### src/rtl/gpix_pkg.sv
package gpix_pkg;
  localparam int PAL_W = 3;
  localparam int COL_W = 2;
  localparam int BYTE_W = 8;
  localparam int MAX_SLOTS = 8;

  typedef enum logic [2:0] {
    FMT_LO2   = 3'd0,
    FMT_LO4   = 3'd1,
    FMT_HI1   = 3'd2,
    FMT_HI2   = 3'd3,
    FMT_HIPAL = 3'd4,
    FMT_HICOL = 3'd5
  } fmt_e;

  typedef struct packed {
    logic [PAL_W-1:0] pal;
    logic [COL_W-1:0] col;
  } raw_t;

  typedef struct packed {
    logic [PAL_W-1:0] pal;
    logic [COL_W-1:0] col;
    logic             transp;
  } pix_t;

  localparam int PIX_W = $bits(pix_t);

  function automatic fmt_e pick_fmt(input logic [1:0] rmode, input logic wmode);
    case (rmode)
      2'b10:   return wmode ? FMT_HI2   : FMT_HICOL;
      2'b11:   return wmode ? FMT_HIPAL : FMT_HI1;
      default: return wmode ? FMT_LO4   : FMT_LO2;
    endcase
  endfunction
endpackage

### src/rtl/gpix_decode.sv
module gpix_decode
  import gpix_pkg::*;
#(
  parameter int SLOTS = MAX_SLOTS
) (
  input  logic [BYTE_W-1:0]    data,
  input  logic [PAL_W-1:0]     pal,
  input  fmt_e                 fmt,
  output raw_t [SLOTS-1:0]     raw
);
  for (genvar s = 0; s < SLOTS; s++) begin : g_slot
    localparam int LP  = (s / 2) % 4;        // lo-res pixel, 2-bit format
    localparam int L4  = (s / 2) % 2;        // lo-res pixel, 4-colour format
    localparam int Q   = s % 4;              // hi-res pixel in 4-slot formats
    localparam int K   = s % 8;              // hi-res pixel in 8-slot formats
    localparam int CB  = (Q < 2) ? 2 : 0;    // borrowed palette bits
    localparam int PB  = (K % 2 == 0) ? 1 : 0;

    logic [3:0] idx4;
    assign idx4 = {data[3-2*L4], data[2-2*L4], data[7-2*L4], data[6-2*L4]};

    always_comb begin
      raw[s] = '0;
      case (fmt)
        FMT_LO2: begin
          raw[s].pal = pal;
          raw[s].col = {data[7-2*LP], data[6-2*LP]};
        end
        FMT_LO4: begin
          raw[s].pal = {pal[2], idx4[3:2]};
          raw[s].col = idx4[1:0];
        end
        FMT_HI1: begin
          raw[s].pal = pal;
          raw[s].col = data[7-K] ? 2'd2 : 2'd0;
        end
        FMT_HI2: begin
          raw[s].pal = {pal[2], 2'b00};
          raw[s].col = {data[7-Q], data[3-Q]};
        end
        FMT_HIPAL: begin
          raw[s].pal = {pal[2], data[CB+1], data[CB]};
          raw[s].col = data[7-Q] ? 2'd2 : 2'd0;
        end
        FMT_HICOL: begin
          raw[s].pal = {pal[2], 2'b00};
          raw[s].col = {data[7-K], pal[PB]};
        end
        default: raw[s] = '0;
      endcase
    end
  end
endmodule

### src/rtl/gpix_transp.sv
module gpix_transp
  import gpix_pkg::*;
#(
  parameter int SLOTS = MAX_SLOTS,
  localparam int PAIRS = SLOTS / 2
) (
  input  raw_t [SLOTS-1:0] raw,
  input  logic             kanga,
  output pix_t [SLOTS-1:0] pix
);
  for (genvar j = 0; j < PAIRS; j++) begin : g_pair
    logic both_zero;
    assign both_zero = (raw[2*j].col == '0) && (raw[2*j+1].col == '0);
    for (genvar h = 0; h < 2; h++) begin : g_half
      logic is_zero;
      assign is_zero = (raw[2*j+h].col == '0);
      always_comb begin
        pix[2*j+h].pal    = raw[2*j+h].pal;
        pix[2*j+h].col    = raw[2*j+h].col;
        pix[2*j+h].transp = is_zero && both_zero && !kanga;
      end
    end
  end
endmodule

### src/rtl/gpix_serial.sv
module gpix_serial #(
  parameter int SLOTS = 8,
  parameter int PW    = 6,
  localparam int CW   = $clog2(SLOTS)
) (
  input  logic                clk,
  input  logic                rst,
  input  logic                load,
  input  logic [SLOTS*PW-1:0] load_vec,
  input  logic [CW:0]         load_n,
  output logic                idle,
  output logic                out_valid,
  output logic [PW-1:0]       out_word
);
  logic [SLOTS*PW-1:0] shreg;
  logic [CW:0]         left;

  always_ff @(posedge clk) begin
    if (rst) begin
      shreg     <= '0;
      left      <= '0;
      out_valid <= 1'b0;
      out_word  <= '0;
    end else if (load) begin
      out_word  <= load_vec[PW-1:0];
      shreg     <= load_vec >> PW;
      left      <= load_n - 1'b1;
      out_valid <= 1'b1;
    end else if (left != '0) begin
      out_word  <= shreg[PW-1:0];
      shreg     <= shreg >> PW;
      left      <= left - 1'b1;
      out_valid <= 1'b1;
    end else begin
      out_valid <= 1'b0;
    end
  end

  assign idle = (left == '0);
endmodule

### src/rtl/gpix_decoder.sv
module gpix_decoder
  import gpix_pkg::*;
(
  input  logic              clk,
  input  logic              rst,
  input  logic              in_valid,
  output logic              in_ready,
  input  logic [BYTE_W-1:0] in_data,
  input  logic [PAL_W-1:0]  in_pal,
  input  logic [1:0]        in_rmode,
  input  logic              in_wmode,
  input  logic              in_kanga,
  output logic              out_valid,
  output logic [PAL_W-1:0]  out_pal,
  output logic [COL_W-1:0]  out_color,
  output logic              out_transp
);
  localparam int SLOTS  = MAX_SLOTS;
  localparam int CW     = $clog2(SLOTS);
  localparam int NARROW = SLOTS / 2;

  fmt_e             fmt;
  raw_t [SLOTS-1:0] raw;
  pix_t [SLOTS-1:0] pix;
  logic [CW:0]      n_slots;
  logic             idle;
  logic             load;
  pix_t             word;

  assign fmt     = pick_fmt(in_rmode, in_wmode);
  assign n_slots = in_wmode ? (CW+1)'(NARROW) : (CW+1)'(SLOTS);
  assign load    = in_valid && idle;

  gpix_decode #(.SLOTS(SLOTS)) u_decode (
    .data (in_data),
    .pal  (in_pal),
    .fmt  (fmt),
    .raw  (raw)
  );

  gpix_transp #(.SLOTS(SLOTS)) u_transp (
    .raw   (raw),
    .kanga (in_kanga),
    .pix   (pix)
  );

  gpix_serial #(.SLOTS(SLOTS), .PW(PIX_W)) u_serial (
    .clk       (clk),
    .rst       (rst),
    .load      (load),
    .load_vec  (pix),
    .load_n    (n_slots),
    .idle      (idle),
    .out_valid (out_valid),
    .out_word  (word)
  );

  assign in_ready   = idle;
  assign out_pal    = word.pal;
  assign out_color  = word.col;
  assign out_transp = word.transp;
endmodule

### config.mk
export PLATFORM = sky130hd
export DESIGN_NAME = gpix_decoder
export DESIGN_NICKNAME = d
export VERILOG_FILES = /design/src/rtl/gpix_pkg.sv /design/src/rtl/gpix_decode.sv /design/src/rtl/gpix_transp.sv /design/src/rtl/gpix_serial.sv /design/src/rtl/gpix_decoder.sv
export SDC_FILE = /design/constraint.sdc
export NUM_CORES = 1
export LEC_CHECK = 0
export BUFFER_PORTS_ARGS = -buffer_cell sky130_fd_sc_hd__buf_4
export CORE_UTILIZATION = 44
export DETAILED_ROUTE_END_ITERATION = 16
export SYNTH_ARGS = -nofsm -noshare
export SYNTH_HDL_FRONTEND = slang
export SYNTH_SLANG_ARGS = --single-unit
### constraint.sdc
create_clock -name clk -period 2.3 [get_ports clk]
set_input_delay 0.69 -clock clk [delete_from_list [all_inputs] [get_ports clk]]
set_output_delay 0.69 -clock clk [all_outputs]
set_load 0.03 [all_outputs]
==> impl_metrics.csv <==
group,metric,value,unit
setup_path,worst_setup_path_start_kind,"register",
timing,rsz0062_at_grt,"false",
timing,worstMarginPinSlew,0.380,ns
cts,worstSkewPairLatency,0.31,ns
floorplanning,dieArea,0.00565,mm^2
outcome,outcome,"complete, no violations",
power_and_ir_drop,power.density,1160,mW/mm^2
drt,drc,0,
logic_synthesis,synth_warnings,0,
cts,cts_tree,"built",
setup_path,critical_path.max_fanout,7,
layout,final_area,0.00267,mm^2
flow_run,maxCapViolations,0,
timing,fin_skew,0.00527,ns
setup_path,crit_path_cell_trace,"or4_4 > clkinv_2 > buf_4",
cts,root_buffer,"clkbuf_8",
setup_path,worst_ep_arrival_time,1.48,ns
drt,wirelength,5210,um
logic_synthesis,async_flop_share,0,%
floorplanning,ioPinCount,26,
global_routing,grt_first_pass_wirelength,8600,um
cts,cts_hold_buffers,0,
layout,syn_to_final_growth,13.3,%
logic_synthesis,synth_edf_count,0,
logic_synthesis,ys_types,34,
cts,postCtsResizedCells,0,
timing,final_max_slew_viol_count,0,
power_and_ir_drop,peakVddDrop,0.000487,V
power_and_ir_drop,power.leakage,1.05,nW
floorplanning,start_util,45.9,%
hold_path,hp-class,"register to register",
global_routing,grt_usage,20.0,%
cts,cts_setup_buffers,0,
placed_design,pre_cts_slack,0.162,ns
placed_design,placed_area,0.00259,mm^2
floorplanning,core,0.00514,mm^2
timing,period_share,94.3,%
setup_path,cp_slowest_stage_delay,0.52,ns
cts,path_clk_slew,0.09,ns
drt,viasPerCell,5.46,
timing,fmax,461,MHz
setup_path,cp-end-kind,"primary output",
logic_synthesis,synth_nets,311,
setup_path,crit_slowest_cell,"or4_4",
setup_path,worstSetupPathType,"register to primary output",
timing,finalHoldViolations,0,
cts,h-tree-depth,2,
floorplanning,chipHeight,75.2,um
drt,vias,2076,
global_routing,grt_max_degree,36,
drt,ant_nets,0,
drt,wl_per_cell,13.7,um
logic_synthesis,ys_ff_latch,53,
cts,cts.sinks,53,
timing,setup_violations,0,
layout,drive_gt1_share,14.2,%
placed_design,globalplace.congestion,0.812,
timing,tns,0,ns
placed_design,io_buffers,25,
layout,nNetsFinal,328,
timing,fin_ws,0.131,ns
setup_path,worst_ep_required_time,1.61,ns
logic_synthesis,seq_area_frac_synth,45.0,%
drt,drt_iter0_drc,107,
cts,clk_path_buf_depth,2,
logic_synthesis,synth_area,0.00236,mm^2
floorplanning,std_cell_rows,26,
logic_synthesis,syn_area_per_cell,8.07,um^2
timing,max_slew_margin,74.6,%
logic_synthesis,ys.flop_type,"dfxtp_1",
logic_synthesis,syn_inst,292,
cts,cts-buffers-inserted,5,
timing,period_needed,2.17,ns
global_routing,antenna_found_initial,0,
layout,finish.utilization,52.0,%
floorplanning,die_w,75.2,um
placed_design,post-dp-hpwl,3550,um
layout,antenna_cells,0,
global_routing,grt_pass1_vias,1807,
global_routing,overflow,0,
drt,drtPass1Iterations,4,
## cells by family after synthesis
group | after synthesis | synth area share (%)
XOR/XNOR | 1 | 0.372
flip-flops | 53 | 45.0
adder cells (fa/ha/maj) | 1 | 0.531
AO/OA/AOI/OAI | 67 | 18.3
buffers and inverters | 29 | 5.47
AND/OR/NAND/NOR | 127 | 24.4
multiplexers | 14 | 5.94
## cell type report
class	instances	area, um^2
Multi-Input combinational cell	210	1170
Inverter	6	23.8
Timing Repair Buffer	33	248
Fill cell	542	2470
Tap cell	70	87.6
Sequential cell	53	1060
Clock inverter	1	7.51
Clock buffer	7	76.3
## path summary, 6_finish.rpt
path	startpoint	end	slack, ns	depth (start not counted)
max	u_serial.left[0]$_SDFFE_PP0P_	in_ready	0.13	3
min	u_serial.shreg[19]$_SDFFE_PP0P_	u_serial.shreg[13]$_SDFFE_PP0P_	0.47	2
max reg2reg	u_serial.left[0]$_SDFFE_PP0P_	u_serial.shreg[30]$_SDFFE_PP0P_	0.48	5
min reg2reg	u_serial.shreg[19]$_SDFFE_PP0P_	u_serial.shreg[13]$_SDFFE_PP0P_	0.47	2
## per-layer routing
layer	global-route usage, %	vias to the layer above	wire (um)
met5	0	-	0
met4	5.56	0	44
met3	3.75	6	209
met2	31.1	33	2260
met1	28.4	975	2700
li1	-	1062	-
## power breakdown
part           leakage (nW)  internal (W)  switching, W
Sequential            0.437       0.00122      0.000150
Combinational         0.575      0.000458      0.000769
Clock                0.0385      0.000216      0.000303
Total                  1.05       0.00189       0.00122
## sequential cells by signal, indices dropped and copies added, names as in the netlist
name / count
u_serial.out_valid: 1
u_serial.left: 4
u_serial.out_word: 6
u_serial.shreg: 42
## cell usage after synthesis, types with 5 or more instances
library cell | count | area [um^2]
a21oi_1 | 25 | 125
o21ai_0 | 8 | 40.0
mux2i_1 | 14 | 140
nor2_1 | 58 | 218
a211oi_1 | 15 | 113
inv_1 | 5 | 18.8
nand2_1 | 17 | 63.8
nor3_1 | 35 | 175
o221ai_1 | 5 | 43.8
buf_2 | 6 | 30.0
dfxtp_1 | 53 | 1060
o21bai_1 | 5 | 37.5
clkbuf_1 | 13 | 48.8
## worst max-delay path: cells and delay by family, from the launching register on
kind / cells / cell delay (ns)
and+or+nand+nor: 1 / 0.52
buffers and inverters: 2 / 0.30
DFF: 1 / 0.35
## layout by cell type (no fill, tap or decap), drive strengths merged
cell type,instances
a211oi,16
a21o,1
a21oi,25
a221oi,1
a31oi,2
and2,1
buf,33
clkbuf,7
clkinv,1
clkinvlp,1
dfxtp,53
ha,1
inv,5
mux2i,14
nand2,17
nand2b,2
nand3,2
nand3b,1
nor2,58
nor2b,2
nor3,35
nor3b,1
nor4,4
nor4b,1
o211ai,4
o21ai,8
o21bai,5
o221ai,5
or2,1
or4,2
xor2,1
## through the flow
| step | instances | power, W | hold slack (ns) |
|---|---|---|---|
| CTS | 380 | 0.00314 | 0.463 |
| detailed placement | 372 | 0.00262 | 0.447 |
| floorplan | 292 | 0.00232 | 0.426 |
| finish | 380 | 0.00311 | 0.465 |
| global route | 380 | 0.00335 | 0.478 |
| global placement | 372 | 0.00260 | 0.437 |
No activity file was read; power rests on OpenSTA's default activity.
